[src/rtl/svs_pkg.sv]
package svs_pkg;

  typedef enum logic [1:0] {
    POL_RANDOM = 2'd0,
    POL_LRU    = 2'd1,
    POL_FIFO   = 2'd2,
    POL_NMRU   = 2'd3
  } policy_e;

  // strobes from control to datapath
  typedef struct packed {
    logic accTouch;
    logic fillTouch;
    logic ptrAdvance;
  } strobe_t;

  localparam logic [15:0] LFSR_SEED = 16'hACE1;

endpackage

[src/rtl/svs_ctrl.sv]
module svs_ctrl
  import svs_pkg::*;
#(
  parameter policy_e POLICY = POL_LRU
) (
  input  logic    accValid,
  input  logic    accHit,
  input  logic    fillValid,
  output strobe_t strb
);

  localparam bit TRACK_RECENCY = (POLICY == POL_LRU) || (POLICY == POL_NMRU);
  localparam bit USE_POINTER   = (POLICY == POL_FIFO) || (POLICY == POL_NMRU);

  always_comb begin
    strb.accTouch   = TRACK_RECENCY && accValid && accHit;
    strb.fillTouch  = TRACK_RECENCY && fillValid;
    strb.ptrAdvance = USE_POINTER && fillValid;
  end

endmodule

[src/rtl/svs_datapath.sv]
module svs_datapath
  import svs_pkg::*;
#(
  parameter int      NUM_WAYS = 4,
  parameter int      NUM_SETS = 8,
  parameter policy_e POLICY   = POL_LRU,
  parameter int      WAY_W    = 2,
  parameter int      SET_W    = 3
) (
  input  logic                clk,
  input  logic                rst,
  input  strobe_t             strb,
  input  logic [SET_W-1:0]    accSet,
  input  logic [WAY_W-1:0]    accWay,
  input  logic [SET_W-1:0]    fillSet,
  input  logic [WAY_W-1:0]    fillWay,
  input  logic [NUM_WAYS-1:0] setValid,
  output logic [WAY_W-1:0]    victimWay
);

  generate
    if (NUM_WAYS == 1) begin : g_direct
      logic unusedDirect;
      assign unusedDirect = ^{clk, rst, strb, accSet, accWay, fillSet, fillWay, setValid};
      assign victimWay = '0;
    end else begin : g_assoc
      localparam int NODES  = NUM_WAYS - 1;
      localparam int LEVELS = $clog2(NUM_WAYS);

      logic [WAY_W-1:0] policyWay;
      logic             anyInvalid;
      logic [WAY_W-1:0] firstInvalid;

      // lowest-numbered invalid way takes precedence
      always_comb begin
        anyInvalid   = 1'b0;
        firstInvalid = '0;
        for (int w = NUM_WAYS - 1; w >= 0; w--) begin
          if (!setValid[w]) begin
            anyInvalid   = 1'b1;
            firstInvalid = WAY_W'(w);
          end
        end
      end

      assign victimWay = anyInvalid ? firstInvalid : policyWay;

      if (POLICY == POL_LRU) begin : g_tree
        logic [NODES-1:0] treeQ [NUM_SETS];

        function automatic logic [NODES-1:0] treeTouch(input logic [NODES-1:0] bits,
                                                       input logic [WAY_W-1:0] way);
          logic [NODES-1:0] res;
          int node;
          res  = bits;
          node = int'(way) + NUM_WAYS;
          for (int l = 0; l < LEVELS; l++) begin
            res[(node >> 1) - 1] = ~node[0];
            node = node >> 1;
          end
          return res;
        endfunction

        function automatic logic [WAY_W-1:0] treePick(input logic [NODES-1:0] bits);
          int node;
          node = 1;
          for (int l = 0; l < LEVELS; l++) begin
            node = 2 * node + int'(bits[node - 1]);
          end
          return WAY_W'(node - NUM_WAYS);
        endfunction

        always_ff @(posedge clk) begin
          for (int s = 0; s < NUM_SETS; s++) begin
            logic [NODES-1:0] nxt;
            nxt = treeQ[s];
            if (strb.accTouch && accSet == SET_W'(s)) nxt = treeTouch(nxt, accWay);
            if (strb.fillTouch && fillSet == SET_W'(s)) nxt = treeTouch(nxt, fillWay);
            treeQ[s] <= rst ? '0 : nxt;
          end
        end

        assign policyWay = treePick(treeQ[accSet]);

        logic unusedTree;
        assign unusedTree = strb.ptrAdvance;

      end else if (POLICY == POL_RANDOM) begin : g_rand
        logic [15:0] lfsrQ;

        always_ff @(posedge clk) begin
          if (rst) lfsrQ <= LFSR_SEED;
          else     lfsrQ <= {lfsrQ[14:0], lfsrQ[15] ^ lfsrQ[13] ^ lfsrQ[12] ^ lfsrQ[10]};
        end

        assign policyWay = WAY_W'(int'(lfsrQ) % NUM_WAYS);

        logic unusedRand;
        assign unusedRand = ^{strb, accSet, accWay, fillSet, fillWay};

      end else begin : g_ptr
        logic [WAY_W-1:0] ptrQ [NUM_SETS];

        function automatic logic [WAY_W-1:0] wrapNext(input logic [WAY_W-1:0] w);
          return (w == WAY_W'(NUM_WAYS - 1)) ? '0 : w + 1'b1;
        endfunction

        always_ff @(posedge clk) begin
          for (int s = 0; s < NUM_SETS; s++) begin
            if (rst)
              ptrQ[s] <= '0;
            else if (strb.ptrAdvance && fillSet == SET_W'(s))
              ptrQ[s] <= wrapNext(ptrQ[s]);
          end
        end

        if (POLICY == POL_NMRU) begin : g_skip
          logic [WAY_W-1:0] mruQ [NUM_SETS];

          always_ff @(posedge clk) begin
            for (int s = 0; s < NUM_SETS; s++) begin
              if (rst)
                mruQ[s] <= '0;
              else if (strb.fillTouch && fillSet == SET_W'(s))
                mruQ[s] <= fillWay;
              else if (strb.accTouch && accSet == SET_W'(s))
                mruQ[s] <= accWay;
            end
          end

          assign policyWay = (ptrQ[accSet] == mruQ[accSet]) ? wrapNext(ptrQ[accSet])
                                                            : ptrQ[accSet];
        end else begin : g_fifo
          assign policyWay = ptrQ[accSet];
          logic unusedFifo;
          assign unusedFifo = ^{strb.accTouch, strb.fillTouch, accWay, fillWay};
        end
      end
    end
  endgenerate

endmodule

[src/rtl/set_victim_sel.sv]
module set_victim_sel
  import svs_pkg::*;
#(
  parameter int      NUM_WAYS = 4,
  parameter int      NUM_SETS = 8,
  parameter policy_e POLICY   = POL_LRU,
  localparam int     WAY_W    = (NUM_WAYS > 1) ? $clog2(NUM_WAYS) : 1,
  localparam int     SET_W    = (NUM_SETS > 1) ? $clog2(NUM_SETS) : 1
) (
  input  logic                clk,
  input  logic                rst,
  input  logic                accValid,
  input  logic                accHit,
  input  logic [SET_W-1:0]    accSet,
  input  logic [WAY_W-1:0]    accWay,
  input  logic                fillValid,
  input  logic [SET_W-1:0]    fillSet,
  input  logic [WAY_W-1:0]    fillWay,
  input  logic [NUM_WAYS-1:0] setValid,
  output logic [WAY_W-1:0]    victimWay
);

  strobe_t strb;

  svs_ctrl #(.POLICY(POLICY)) i_ctrl (
    .accValid (accValid),
    .accHit   (accHit),
    .fillValid(fillValid),
    .strb     (strb)
  );

  svs_datapath #(
    .NUM_WAYS(NUM_WAYS),
    .NUM_SETS(NUM_SETS),
    .POLICY  (POLICY),
    .WAY_W   (WAY_W),
    .SET_W   (SET_W)
  ) i_datapath (
    .clk      (clk),
    .rst      (rst),
    .strb     (strb),
    .accSet   (accSet),
    .accWay   (accWay),
    .fillSet  (fillSet),
    .fillWay  (fillWay),
    .setValid (setValid),
    .victimWay(victimWay)
  );

endmodule

[config.mk]
export PLATFORM = sky130hd
export DESIGN_NAME = set_victim_sel
export DESIGN_NICKNAME = d
export VERILOG_FILES = /design/src/rtl/svs_pkg.sv /design/src/rtl/svs_ctrl.sv /design/src/rtl/svs_datapath.sv /design/src/rtl/set_victim_sel.sv
export SDC_FILE = /design/constraint.sdc
export NUM_CORES = 1
export LEC_CHECK = 0
export BUFFER_PORTS_ARGS = -buffer_cell sky130_fd_sc_hd__buf_2
export CAP_MARGIN = 20
export CORE_MARGIN = 8
export CORE_UTILIZATION = 35
export CTS_BUF_LIST = sky130_fd_sc_hd__clkbuf_4 sky130_fd_sc_hd__clkbuf_8 sky130_fd_sc_hd__clkbuf_16
export CTS_CLUSTER_DIAMETER = 120
export DETAILED_ROUTE_END_ITERATION = 16
export PLACE_DENSITY_LB_ADDON = 0.25
export SYNTH_ARGS = -nofsm -noshare
export SYNTH_HDL_FRONTEND = slang
export SYNTH_SLANG_ARGS = --single-unit
[constraint.sdc]
create_clock -name clk -period 2.3 [get_ports clk]
set_input_delay 0 -clock clk [delete_from_list [all_inputs] [get_ports clk]]
set_output_delay 0 -clock clk [all_outputs]
set_load 0.005 [all_outputs]
==> flow_summary.json <==
{
  "status": "finished clean",
  "ios": 21,
  "r2r_slack_ps": 1460,
  "clk_pin_slew_ps": 100,
  "area_growth_pct": 6.82,
  "crit_type": "reg2out",
  "async_reset_ff_frac": 0,
  "syn_inst": 203,
  "setup_viol": 0,
  "min_to": "i_datapath.g_assoc.g_tree.treeQ[4][0]",
  "synth_top_cell_area_share": 0.288,
  "largest_reg_flops": 24,
  "r2r-start": "i_datapath.g_assoc.g_tree.treeQ[7][1]",
  "setup_tns_ps": 0,
  "hold_buffers": 0,
  "drc": 0,
  "ys_top_cells_by_count": "24 x dfxtp_1, 22 x nor2_1, 18 x nor4_1",
  "yosysSeqAreaShare": 0.288,
  "yosys-top-cells-area": "dfxtp_1 29%, nor4_1 6.7%, a211oi_1 6.3%, nor2_1 4.9%, mux2i_1 4.8%",
  "hp-start": "rst",
  "hold_viol_final": 0,
  "cts_root_buffer": "clkbuf_8",
  "ant_nets": 0,
  "largest-register": "i_datapath.g_assoc.g_tree.treeQ",
  "rsz0062_at_grt": "no",
  "powerDensity_nw_per_um2": 555,
  "netlist_area_um2": 1670,
  "synth_cell_types": 40,
  "avgSynthCellArea_um2": 8.23,
  "crit_arrival_ps": 1630,
  "drv_cap": 0,
  "grt-ovfl-total": 0,
  "die-area_um2": 7240,
  "synth_edf_count": 0,
  "nets": 225,
  "post_cts_buffers": 0,
  "fp-row-count": 25,
  "cts_buffers": 3,
  "max_freq_mhz": 614,
  "synth.largest_area_cell": "dfxtp_1",
  "end_kind": "output pin",
  "n_antenna_cell": 0,
  "clock-sinks": 24,
  "clk_latency_ps": 270,
  "drive_above_1_share": 0.146,
  "initial_core_util": 0.358,
  "dpl.cell_count": 255,
  "drt-total-wl_um": 4850,
  "avgRoutedWirePerCell_um": 18.7,
  "post-route-util": 0.383,
  "r2r-end": "i_datapath.g_assoc.g_tree.treeQ[7][1]",
  "fp.coreArea_um2": 4660,
  "io_buffers": 20,
  "required_ps": 2300,
  "die_x_um": 85.1,
  "power_leakage_nw": 0.627,
  "drt-initial-drc-count": 168,
  "peakVddDrop_mv": 0.271,
  "r2r_cells": 3,
  "cts_max_level": 1,
  "critPathMaxFanout": 3,
  "slew-limit-headroom": 0.596,
  "clock_path_buffers": 2,
  "cts_resized": 0,
  "viasPerCell": 6.32,
  "fin_hold_ws_ps": 152,
  "chipHeight_um": 85.1,
  "dr.pass1.iters": 4,
  "grt_pass1_vias": 1526,
  "synthFlopType": "dfxtp_1",
  "antenna_found_initial": 0,
  "synth_fp_nets": 222,
  "ys_warn_count": 0,
  "fin_crit_sh": 0.708,
  "reg.largest.list": "i_datapath.g_assoc.g_tree.treeQ: 24 flops",
  "vias": 1638,
  "fin_cells": 259,
  "p_total_uw": 991,
  "worst_pin_slew_ps": 601,
  "finalClockSkew_ps": 0,
  "hpwl_um": 3470,
  "synth_most_common_cell": "dfxtp_1",
  "finalMaxSlewViolations": 0,
  "synth_seq_cells": 24,
  "grt_pass1_wl_um": 8060,
  "grt_max_degree": 25,
  "worstHoldPathType": "in2reg",
  "routabilityCongestion": 0.842,
  "post-route-min-period_ps": 1630,
  "hold_depth": 2,
  "crit_path_start_kind": "flip-flop",
  "grt.total_usage": 0.137,
  "tritoncts": "done"
}
==> worst max-delay path by stage <==
stage / startpoint / endpoint / cells after the start
CTS: i_datapath.g_assoc.g_tree.treeQ[6][0] / victimWay[0] / 5
detailed placement: accSet[0] / i_datapath.g_assoc.g_tree.treeQ[5][2] / 5
global placement: accSet[0] / i_datapath.g_assoc.g_tree.treeQ[5][2] / 5
global route: i_datapath.g_assoc.g_tree.treeQ[4][0] / victimWay[0] / 5
finish: i_datapath.g_assoc.g_tree.treeQ[6][0] / victimWay[0] / 5
floorplan: i_datapath.g_assoc.g_tree.treeQ[3][0] / victimWay[0] / 4
==> report_power, final <==
group / switching, mW / internal (mW) / total [mW]
Clock: 0.150 / 0.233 / 0.383
Combinational: 0.112 / 0.0592 / 0.171
Sequential: 0.00829 / 0.428 / 0.437
Total: 0.270 / 0.721 / 0.991
==> worst max-delay path, cell delays in order, from the launching register on <==
cell,delay (ps)
dfxtp_1,340
mux4_2,490
mux2i_4,180
nand4_1,100
o211ai_1,100
buf_2,140
==> kinds of logic (layout without fill, tap and decap cells) <==
group	count (synthesis)	count (layout)	share of synthesized area
AO/OA/AOI/OAI	56	56	0.255
multiplexers	11	11	0.0884
buffers and inverters	25	27	0.0816
AND/OR/NAND/NOR	87	87	0.288
flip-flops	24	24	0.288
==> stage by stage <==
stage,cell area (um2),setup WS (ps)
final,1780,671
after global routing,1780,562
after CTS,1780,661
after detailed placement,1710,799
after global placement,1710,808
after floorplan,1670,1170
==> cell type report <==
cell class | count | area [um2]
Fill cell | 484 | 2880
Multi-Input combinational cell | 154 | 1050
Sequential cell | 24 | 480
Timing Repair Buffer | 20 | 100
Tap cell | 54 | 67.6
Clock buffer | 3 | 41.3
Clock inverter | 1 | 30.0
Inverter | 3 | 11.3
==> placed cells by master, fill, tap and decap left out, types with 2 or more instances in the layout <==
cell        n
nor2b_1     2
nand2_1     6
dfxtp_1    24
a221oi_1    8
a21oi_1     2
buf_2      20
nor3_1      4
a211oi_1   14
nand4b_1    3
inv_1       2
mux2i_1     8
clkbuf_8    3
nand2b_1    5
mux4_2      2
nand4bb_1   2
or3_1       2
a311oi_1    8
nor2_1     22
nand4_1     3
o31a_1      2
a21o_1      8
a31oi_1     9
nor4_1     18
o211ai_1    2
nand3_1    14
==> per-layer routing <==
| layer | vias to the layer above | part of all wire | track usage |
|---|---|---|---|
| li1 | 802 | - | - |
| met1 | 765 | 0.47 | 0.187 |
| met2 | 66 | 0.44 | 0.204 |
| met3 | 5 | 0.076 | 0.0367 |
| met4 | 0 | 0.0089 | 0.0372 |
| met5 | - | 0 | 0 |
(Power assumes the default switching activity.)
